--- src/rtl/cvc_pkg.sv ---
package cvc_pkg;

    // Half-sample-offset sine point for a quarter table of `entries` words.
    // Rational sine approximation 16u(1-u)/(5-4u(1-u)) with u = (2k+1)/(4N).
    function automatic longint sine_point(input int idx, input int entries, input longint amp);
        longint d;
        longint a;
        longint prod;
        longint num;
        longint den;
        d    = 4 * longint'(entries);
        a    = 2 * longint'(idx) + 1;
        prod = a * (d - a);
        num  = 16 * prod;
        den  = 5 * d * d - 4 * prod;
        return (amp * num + den / 2) / den;
    endfunction

endpackage

--- src/rtl/cvc_ref_gen.sv ---
module cvc_ref_gen #(
    parameter int PHASE_W  = 32,
    parameter int TBL_BITS = 8,
    parameter int DATA_W   = 16,
    parameter int AMP      = 8960
) (
    input  logic                     clk,
    input  logic                     rst_n,
    input  logic                     strobe,
    input  logic [PHASE_W-1:0]       step,
    output logic signed [DATA_W-1:0] ref_val
);
    import cvc_pkg::*;

    localparam int N = 1 << TBL_BITS;

    typedef struct {
        logic [PHASE_W-1:0]       phase;
        logic signed [DATA_W-1:0] refv;
    } rg_state_t;

    rg_state_t st_q, st_d;

    logic signed [DATA_W-1:0] tbl [N];

    for (genvar g = 0; g < N; g++) begin : g_tbl
        assign tbl[g] = DATA_W'(sine_point(g, N, longint'(AMP)));
    end

    logic [1:0]               quad;
    logic [TBL_BITS-1:0]      idx;
    logic [TBL_BITS-1:0]      addr;
    logic signed [DATA_W-1:0] mag;
    logic signed [DATA_W-1:0] sample;

    always_comb begin
        quad   = st_q.phase[PHASE_W-1 -: 2];
        idx    = st_q.phase[PHASE_W-3 -: TBL_BITS];
        addr   = quad[0] ? ~idx : idx;
        mag    = tbl[addr];
        sample = quad[1] ? -mag : mag;

        st_d = st_q;
        if (strobe) begin
            st_d.refv  = sample;
            st_d.phase = st_q.phase + step;
        end
    end

    always_ff @(posedge clk) begin
        if (!rst_n) begin
            st_q.phase <= '0;
            st_q.refv  <= '0;
        end else begin
            st_q <= st_d;
        end
    end

    assign ref_val = st_q.refv;

    a_r3_ref_bound: assert property (@(posedge clk) disable iff (!rst_n)
        (ref_val <= DATA_W'(AMP)) && (ref_val >= -DATA_W'(AMP)));

    a_r3_phase_advance: assert property (@(posedge clk) disable iff (!rst_n)
        strobe |=> st_q.phase == $past(st_q.phase) + $past(step));

    a_r2_phase_hold: assert property (@(posedge clk) disable iff (!rst_n)
        !strobe |=> $stable(st_q.phase));

endmodule

--- src/rtl/cvc_loop_math.sv ---
module cvc_loop_math #(
    parameter int DATA_W    = 16,
    parameter int GAIN_W    = 16,
    parameter int GAIN_FRAC = 12,
    parameter int ACC_W     = 32
) (
    input  logic                     clk,
    input  logic                     rst_n,
    input  logic                     strobe,
    input  logic signed [DATA_W-1:0] i_in,
    input  logic signed [DATA_W-1:0] v_in,
    input  logic [GAIN_W-1:0]        k_outer,
    input  logic [GAIN_W-1:0]        k_inner,
    input  logic [GAIN_W-1:0]        k_sat,
    input  logic signed [DATA_W-1:0] ref_in,
    output logic signed [ACC_W-1:0]  ctl_out,
    output logic [GAIN_W-1:0]        ksat_out,
    output logic                     ctl_vld
);
    localparam int P1_W = DATA_W + GAIN_W + 2;
    localparam int P2_W = ACC_W + GAIN_W + 1;

    typedef struct {
        // capture stage
        logic                     a_vld;
        logic signed [DATA_W-1:0] a_i;
        logic signed [DATA_W-1:0] a_v;
        logic [GAIN_W-1:0]        a_kout;
        logic [GAIN_W-1:0]        a_kin;
        logic [GAIN_W-1:0]        a_ksat;
        // voltage error stage
        logic                     b_vld;
        logic signed [DATA_W:0]   b_verr;
        logic signed [DATA_W-1:0] b_i;
        logic signed [DATA_W-1:0] b_ref;
        logic [GAIN_W-1:0]        b_kout;
        logic [GAIN_W-1:0]        b_kin;
        logic [GAIN_W-1:0]        b_ksat;
        // current error stage
        logic                     c_vld;
        logic signed [ACC_W-1:0]  c_cerr;
        logic signed [DATA_W-1:0] c_ref;
        logic [GAIN_W-1:0]        c_kin;
        logic [GAIN_W-1:0]        c_ksat;
        // control sum stage
        logic                     d_vld;
        logic signed [ACC_W-1:0]  d_ctl;
        logic [GAIN_W-1:0]        d_ksat;
    } lm_state_t;

    lm_state_t st_q, st_d;

    logic signed [GAIN_W:0] kout_s;
    logic signed [GAIN_W:0] kin_s;
    logic signed [P1_W-1:0] p_outer;
    logic signed [P2_W-1:0] p_inner;

    always_comb begin
        st_d = st_q;

        // capture
        st_d.a_vld = strobe;
        if (strobe) begin
            st_d.a_i    = i_in;
            st_d.a_v    = v_in;
            st_d.a_kout = k_outer;
            st_d.a_kin  = k_inner;
            st_d.a_ksat = k_sat;
        end

        // voltage error against the reference latched on the same strobe
        st_d.b_vld  = st_q.a_vld;
        st_d.b_verr = (DATA_W+1)'(ref_in) - (DATA_W+1)'(st_q.a_v);
        st_d.b_i    = st_q.a_i;
        st_d.b_ref  = ref_in;
        st_d.b_kout = st_q.a_kout;
        st_d.b_kin  = st_q.a_kin;
        st_d.b_ksat = st_q.a_ksat;

        // outer loop output minus measured current
        kout_s      = {1'b0, st_q.b_kout};
        p_outer     = st_q.b_verr * kout_s;
        st_d.c_vld  = st_q.b_vld;
        st_d.c_cerr = ACC_W'(p_outer >>> GAIN_FRAC) - ACC_W'(st_q.b_i);
        st_d.c_ref  = st_q.b_ref;
        st_d.c_kin  = st_q.b_kin;
        st_d.c_ksat = st_q.b_ksat;

        // inner loop plus unit feedforward
        kin_s       = {1'b0, st_q.c_kin};
        p_inner     = st_q.c_cerr * kin_s;
        st_d.d_vld  = st_q.c_vld;
        st_d.d_ctl  = ACC_W'(st_q.c_ref) + ACC_W'(p_inner >>> GAIN_FRAC);
        st_d.d_ksat = st_q.c_ksat;
    end

    always_ff @(posedge clk) begin
        if (!rst_n) begin
            st_q.a_vld  <= 1'b0;
            st_q.a_i    <= '0;
            st_q.a_v    <= '0;
            st_q.a_kout <= '0;
            st_q.a_kin  <= '0;
            st_q.a_ksat <= '0;
            st_q.b_vld  <= 1'b0;
            st_q.b_verr <= '0;
            st_q.b_i    <= '0;
            st_q.b_ref  <= '0;
            st_q.b_kout <= '0;
            st_q.b_kin  <= '0;
            st_q.b_ksat <= '0;
            st_q.c_vld  <= 1'b0;
            st_q.c_cerr <= '0;
            st_q.c_ref  <= '0;
            st_q.c_kin  <= '0;
            st_q.c_ksat <= '0;
            st_q.d_vld  <= 1'b0;
            st_q.d_ctl  <= '0;
            st_q.d_ksat <= '0;
        end else begin
            st_q <= st_d;
        end
    end

    assign ctl_out  = st_q.d_ctl;
    assign ksat_out = st_q.d_ksat;
    assign ctl_vld  = st_q.d_vld;

    a_r2_gains_held: assert property (@(posedge clk) disable iff (!rst_n)
        !strobe |=> $stable(st_q.a_kin) && $stable(st_q.a_kout) && $stable(st_q.a_ksat));

endmodule

--- src/rtl/cvc_duty_clamp.sv ---
module cvc_duty_clamp #(
    parameter int GAIN_W    = 16,
    parameter int ACC_W     = 32,
    parameter int SHIFT     = 12,
    parameter int DUTY_FRAC = 15
) (
    input  logic                    clk,
    input  logic                    rst_n,
    input  logic                    in_vld,
    input  logic signed [ACC_W-1:0] ctl,
    input  logic [GAIN_W-1:0]       ksat,
    output logic [DUTY_FRAC:0]      duty,
    output logic                    duty_valid
);
    localparam int DUTY_W = DUTY_FRAC + 1;
    localparam int P_W    = ACC_W + GAIN_W + 1;
    localparam logic signed [ACC_W-1:0] ONE_A  = ACC_W'(1 << DUTY_FRAC);
    localparam logic signed [ACC_W-1:0] HALF_A = ACC_W'(1 << (DUTY_FRAC - 1));

    typedef struct {
        logic [DUTY_W-1:0] duty;
        logic              vld;
    } dc_state_t;

    dc_state_t st_q, st_d;

    logic signed [GAIN_W:0]    ksat_s;
    logic signed [P_W-1:0]     prod;
    logic signed [ACC_W-1:0]   raw;

    always_comb begin
        ksat_s = {1'b0, ksat};
        prod   = ctl * ksat_s;
        raw    = ACC_W'(prod >>> SHIFT) + HALF_A;

        st_d     = st_q;
        st_d.vld = in_vld;
        if (in_vld) begin
            if (raw < 0)
                st_d.duty = '0;
            else if (raw > ONE_A)
                st_d.duty = DUTY_W'(ONE_A);
            else
                st_d.duty = DUTY_W'(raw);
        end
    end

    always_ff @(posedge clk) begin
        if (!rst_n) begin
            st_q.duty <= DUTY_W'(HALF_A);
            st_q.vld  <= 1'b0;
        end else begin
            st_q <= st_d;
        end
    end

    assign duty       = st_q.duty;
    assign duty_valid = st_q.vld;

    a_r5_duty_range: assert property (@(posedge clk) disable iff (!rst_n)
        duty <= DUTY_W'(ONE_A));

    a_r8_duty_hold: assert property (@(posedge clk) disable iff (!rst_n)
        !duty_valid |-> $stable(duty));

endmodule

--- src/rtl/cascade_duty_ctrl.sv ---
module cascade_duty_ctrl #(
    parameter int DATA_W    = 16,
    parameter int DATA_FRAC = 7,
    parameter int GAIN_W    = 16,
    parameter int GAIN_FRAC = 12,
    parameter int SAT_FRAC  = 20,
    parameter int DUTY_FRAC = 15,
    parameter int PHASE_W   = 32,
    parameter int TBL_BITS  = 8,
    parameter int REF_VOLTS = 70,
    parameter int ACC_W     = 32
) (
    input  logic                 clk,
    input  logic                 rst_n,
    input  logic                 period_start,
    input  logic [DATA_W-1:0]    i_meas,
    input  logic [DATA_W-1:0]    v_meas,
    input  logic [GAIN_W-1:0]    gain_outer,
    input  logic [GAIN_W-1:0]    gain_inner,
    input  logic [GAIN_W-1:0]    gain_sat,
    input  logic [PHASE_W-1:0]   phase_step,
    output logic [DUTY_FRAC:0]   duty,
    output logic                 duty_valid
);
    localparam int AMP   = REF_VOLTS << DATA_FRAC;
    localparam int SHIFT = SAT_FRAC + DATA_FRAC - DUTY_FRAC;
    localparam int LAT   = 5;

    logic signed [DATA_W-1:0] ref_val;
    logic signed [ACC_W-1:0]  ctl;
    logic [GAIN_W-1:0]        ksat_p;
    logic                     ctl_vld;

    cvc_ref_gen #(
        .PHASE_W (PHASE_W),
        .TBL_BITS(TBL_BITS),
        .DATA_W  (DATA_W),
        .AMP     (AMP)
    ) u_ref (
        .clk    (clk),
        .rst_n  (rst_n),
        .strobe (period_start),
        .step   (phase_step),
        .ref_val(ref_val)
    );

    cvc_loop_math #(
        .DATA_W   (DATA_W),
        .GAIN_W   (GAIN_W),
        .GAIN_FRAC(GAIN_FRAC),
        .ACC_W    (ACC_W)
    ) u_law (
        .clk     (clk),
        .rst_n   (rst_n),
        .strobe  (period_start),
        .i_in    ($signed(i_meas)),
        .v_in    ($signed(v_meas)),
        .k_outer (gain_outer),
        .k_inner (gain_inner),
        .k_sat   (gain_sat),
        .ref_in  (ref_val),
        .ctl_out (ctl),
        .ksat_out(ksat_p),
        .ctl_vld (ctl_vld)
    );

    cvc_duty_clamp #(
        .GAIN_W   (GAIN_W),
        .ACC_W    (ACC_W),
        .SHIFT    (SHIFT),
        .DUTY_FRAC(DUTY_FRAC)
    ) u_clamp (
        .clk       (clk),
        .rst_n     (rst_n),
        .in_vld    (ctl_vld),
        .ctl       (ctl),
        .ksat      (ksat_p),
        .duty      (duty),
        .duty_valid(duty_valid)
    );

    // Checker: strobe history to time the result pulse.
    logic [LAT-1:0] strb_hist_q;
    always_ff @(posedge clk) begin
        if (!rst_n) strb_hist_q <= '0;
        else        strb_hist_q <= {strb_hist_q[LAT-2:0], period_start};
    end

    a_r6_valid_latency: assert property (@(posedge clk) disable iff (!rst_n)
        duty_valid == strb_hist_q[LAT-1]);

endmodule

--- config.mk ---
export PLATFORM = sky130hd
export DESIGN_NAME = cascade_duty_ctrl
export DESIGN_NICKNAME = d
export VERILOG_FILES = /design/src/rtl/cvc_pkg.sv /design/src/rtl/cvc_ref_gen.sv /design/src/rtl/cvc_loop_math.sv /design/src/rtl/cvc_duty_clamp.sv /design/src/rtl/cascade_duty_ctrl.sv
export SDC_FILE = /design/constraint.sdc
export NUM_CORES = 2
export LEC_CHECK = 0
export BUFFER_PORTS_ARGS = -buffer_cell sky130_fd_sc_hd__buf_2
export CORE_ASPECT_RATIO = 1.5
export CORE_MARGIN = 3
export CORE_UTILIZATION = 40
export DETAILED_ROUTE_END_ITERATION = 12
export SLEW_MARGIN = 0
export SYNTH_ARGS = -nofsm -noshare
export SYNTH_HDL_FRONTEND = slang
export SYNTH_SLANG_ARGS = --single-unit
export TNS_END_PERCENT = 20
--- constraint.sdc ---
create_clock -name clk -period 9.6 [get_ports clk]
set_input_delay 0.96 -clock clk [delete_from_list [all_inputs] [get_ports clk]]
set_output_delay 0.96 -clock clk [all_outputs]
set_load 0.005 [all_outputs]
==> impl_results.md <==
- Final Hold Viols: 0
- Post-DRT Antenna Nets: 0
- Setup TNS: 0 ns
- Routed WL per cell: ~19 um
- Async SR Flop Fraction: 0
- WHS: roughly 0.43 ns
- CTS Buffer Depth: 3
- Crit-path max cell delay: slightly below 0.7 ns
- Clk slew on worst S/H paths: 0.06 ns
- Lkg Pwr: 30.51 nW
- # rows: roughly 170
- P&R area growth vs syn: 7.807%
- Number of global-route vias before repair: between 50000 and 60000
- # hold bufs at CTS: 0
- PnR Total Power: ~9.0 mW
- Critical path startpoint category: flop
- Final std cells w/o fill: between 8000 and 9000
- CTS tree: built
- I/O Pins: roughly 130
- Cell mode on critical path: fa_1
- Count leader, synth: inv_1
- Mapped cell area: between 50000 and 60000 um2
- Setup CP Type: flop to flop
- First DRT Iteration DRCs: 2902
- Vias per Instance: 5.271
- EDFF count, synth: 0
- Critical path's top delay family: adder cells
- Post-synth top area cell: fa_1
- Synth cell types: just over 80
- Largest fanout on the critical path: 17
- Placed inst area: approximately 63000 um2
- Max Slew Vio Count: 0
- H-tree Lvls: 2
- Pwr dens: ~140 nW/um2
- Post-layout min period: 8.993 ns
- Most used DFF post-synth: dfxtp_1
- Die Height: 479.6 um
- Initial Util: 0.4034
- Worst Path Required: slightly above 10 ns
- Slowest cell on crit path: or4b_2
- Vias: around 47000
- Drt drc: 0
- PortBufs: between 100 and 150
- Largest net degree at the start of global routing: 100
- Layout Utilization: 0.4349
- Global route total overflow: 0
- Clk sinks: 365
- Post-DP HPWL: ~140 mm
- Post-synthesis sequential area ratio: 0.1222
- Tcrit/Tclk final: 0.9368
- Synth warn: 0
- Most frequent cells after synthesis: 1342 x inv_1, 1092 x fa_1, 874 x nand2_1
- Post-synth top area share: 0.3655
- Router iterations before antenna repair: 6
- Total Routing Usage GR: 0.2224
- Syn_area_per_cell: 8.679 um2
- Synth area leaders: fa_1 37%, dfxtp_1 12%, ha_1 8.6%
- Top achievable clock speed: between 0.1 and 0.15 GHz
- Post-CTS Setup Bufs: 0
- Final wirelength: about 170 mm
- First-pass GRT wire length: 271.0 mm
- Placed cells: around 8800
- RSZ-0062 raised after global routing: no
- Synthesized flop and latch total: between 300 and 400
- Die X: approximately 320 um
- Num CTS Buffers: 42
- Peak VDD IR: ~0.17 mV
- Pre-CTS WS: 0.2806 ns
- Worst clock skew: about 0.024 ns
- Later-pin clock latency in the skew report: ~0.64 ns
- CP bufs+invs: 6
- Initial antenna violation count: 6
- Syn nets: about 8500
- CTS Root Buffer Type: clkbuf_16
- Core area: 148300 um2
- Die area: 154300 um2
- Post-Syn Instances: about 7000
- Share of layout cells above drive strength 1: 0.06344
- Setup Viol. Count Final: 0
- Worst Setup End Kind: flop
- Relative max-transition margin: 0.2474
- Worst Tran Pin Value: about 1.1 ns
- Max cap viols: 0
- GPL Wtd Cong: 0.9577
- Status: finished clean
- Cell area after layout: roughly 64000 um2
- Final setup margin: roughly 0.6 ns
- WP data arrival: roughly 9.5 ns
- Post-layout nets: between 8000 and 9000
- Hold Path Class: flop to flop
registers in the layout, indices dropped and copies added, names as in the netlist:
register            cells
u_law.kin_s            16
u_ref.st_q             22
u_ref.ref_val          16
u_law.kout_s           16
u_ref.idx               8
u_law.st_q             88
u_clamp.duty_valid      1
u_clamp.duty           16
u_law.ctl_out          32
u_law.ksat_out         16
u_ref.quad              2
u_law.ctl_vld           1
u_law.st_d            131
timing repair:
action / in CTS / in global routing
gates resized for setup: 0 / 21
hold endpoints to repair: 0 / 0
setup endpoints to repair: 0 / 24
where the power goes:
part           leakage (nW)  internal (mW)  total (mW)  switching (mW)
Combinational          26.8           1.94        5.10            3.16
Sequential             3.00           1.72        2.18           0.457
Clock                 0.710           1.01        1.76           0.752
Total                  30.5           4.67        9.04            4.37
cell usage in the layout (no fill, tap or decap), drive strengths merged, types with 13 or more instances in the layout:
master  count
a211oi     49
a21boi     19
a21o       55
a21oi     189
a221oi     20
a31oi      19
and2      631
and3       38
buf       296
clkbuf     55
clkinv     13
dfxtp     365
fa       1092
ha        410
inv      1347
mux2i     126
nand2     874
nand2b     28
nand3      65
nand4      21
nor2      335
nor2b      27
nor3       86
o211ai     36
o21a       30
o21ai     153
o21bai     19
o221ai     18
o311ai     15
o31ai      32
or2        19
or3        23
or4        15
xnor2     127
xor2       71
worst paths after layout:
path | start | end | slack [ns] | depth (start not counted)
hold / removal | u_law.st_d[3] | u_law.ksat_out[3] | 0.43 | 1
setup reg to reg | u_law.ctl_out[7] | u_clamp.duty[13] | 0.61 | 26
setup / recovery | u_law.ctl_out[7] | u_clamp.duty[13] | 0.61 | 26
hold reg to reg | u_law.st_d[3] | u_law.ksat_out[3] | 0.43 | 1
cell families after synthesis:
group,synth area share
adders and majority gates,0.4513
xor gates and xnor gates,0.02899
and+or+nand+nor,0.1791
muxes,0.02203
AOI/OAI and AO/OA,0.09002
DFF,0.1222
buffers and inverters,0.1064
area by class of cell:
class                           count  area [um2]
Antenna cell                        1       2.502
Clock buffer                       54        1156
Clock inverter                     23       335.3
Fill cell                       14580       83790
Inverter                         1348        5065
Multi-Input combinational cell   4833       46220
Sequential cell                   365        7333
Tap cell                         1925        2409
Timing Repair Buffer              297        1954
routing by layer:
layer,track usage,wire length (um),vias to the layer above
li1,-,-,21290
met4,0.1023,8772,0
met1,0.2574,64860,23500
met5,0,0,-
met2,0.4114,88540,1408
met3,0.02170,7618,433
(Power assumes the default switching activity.)
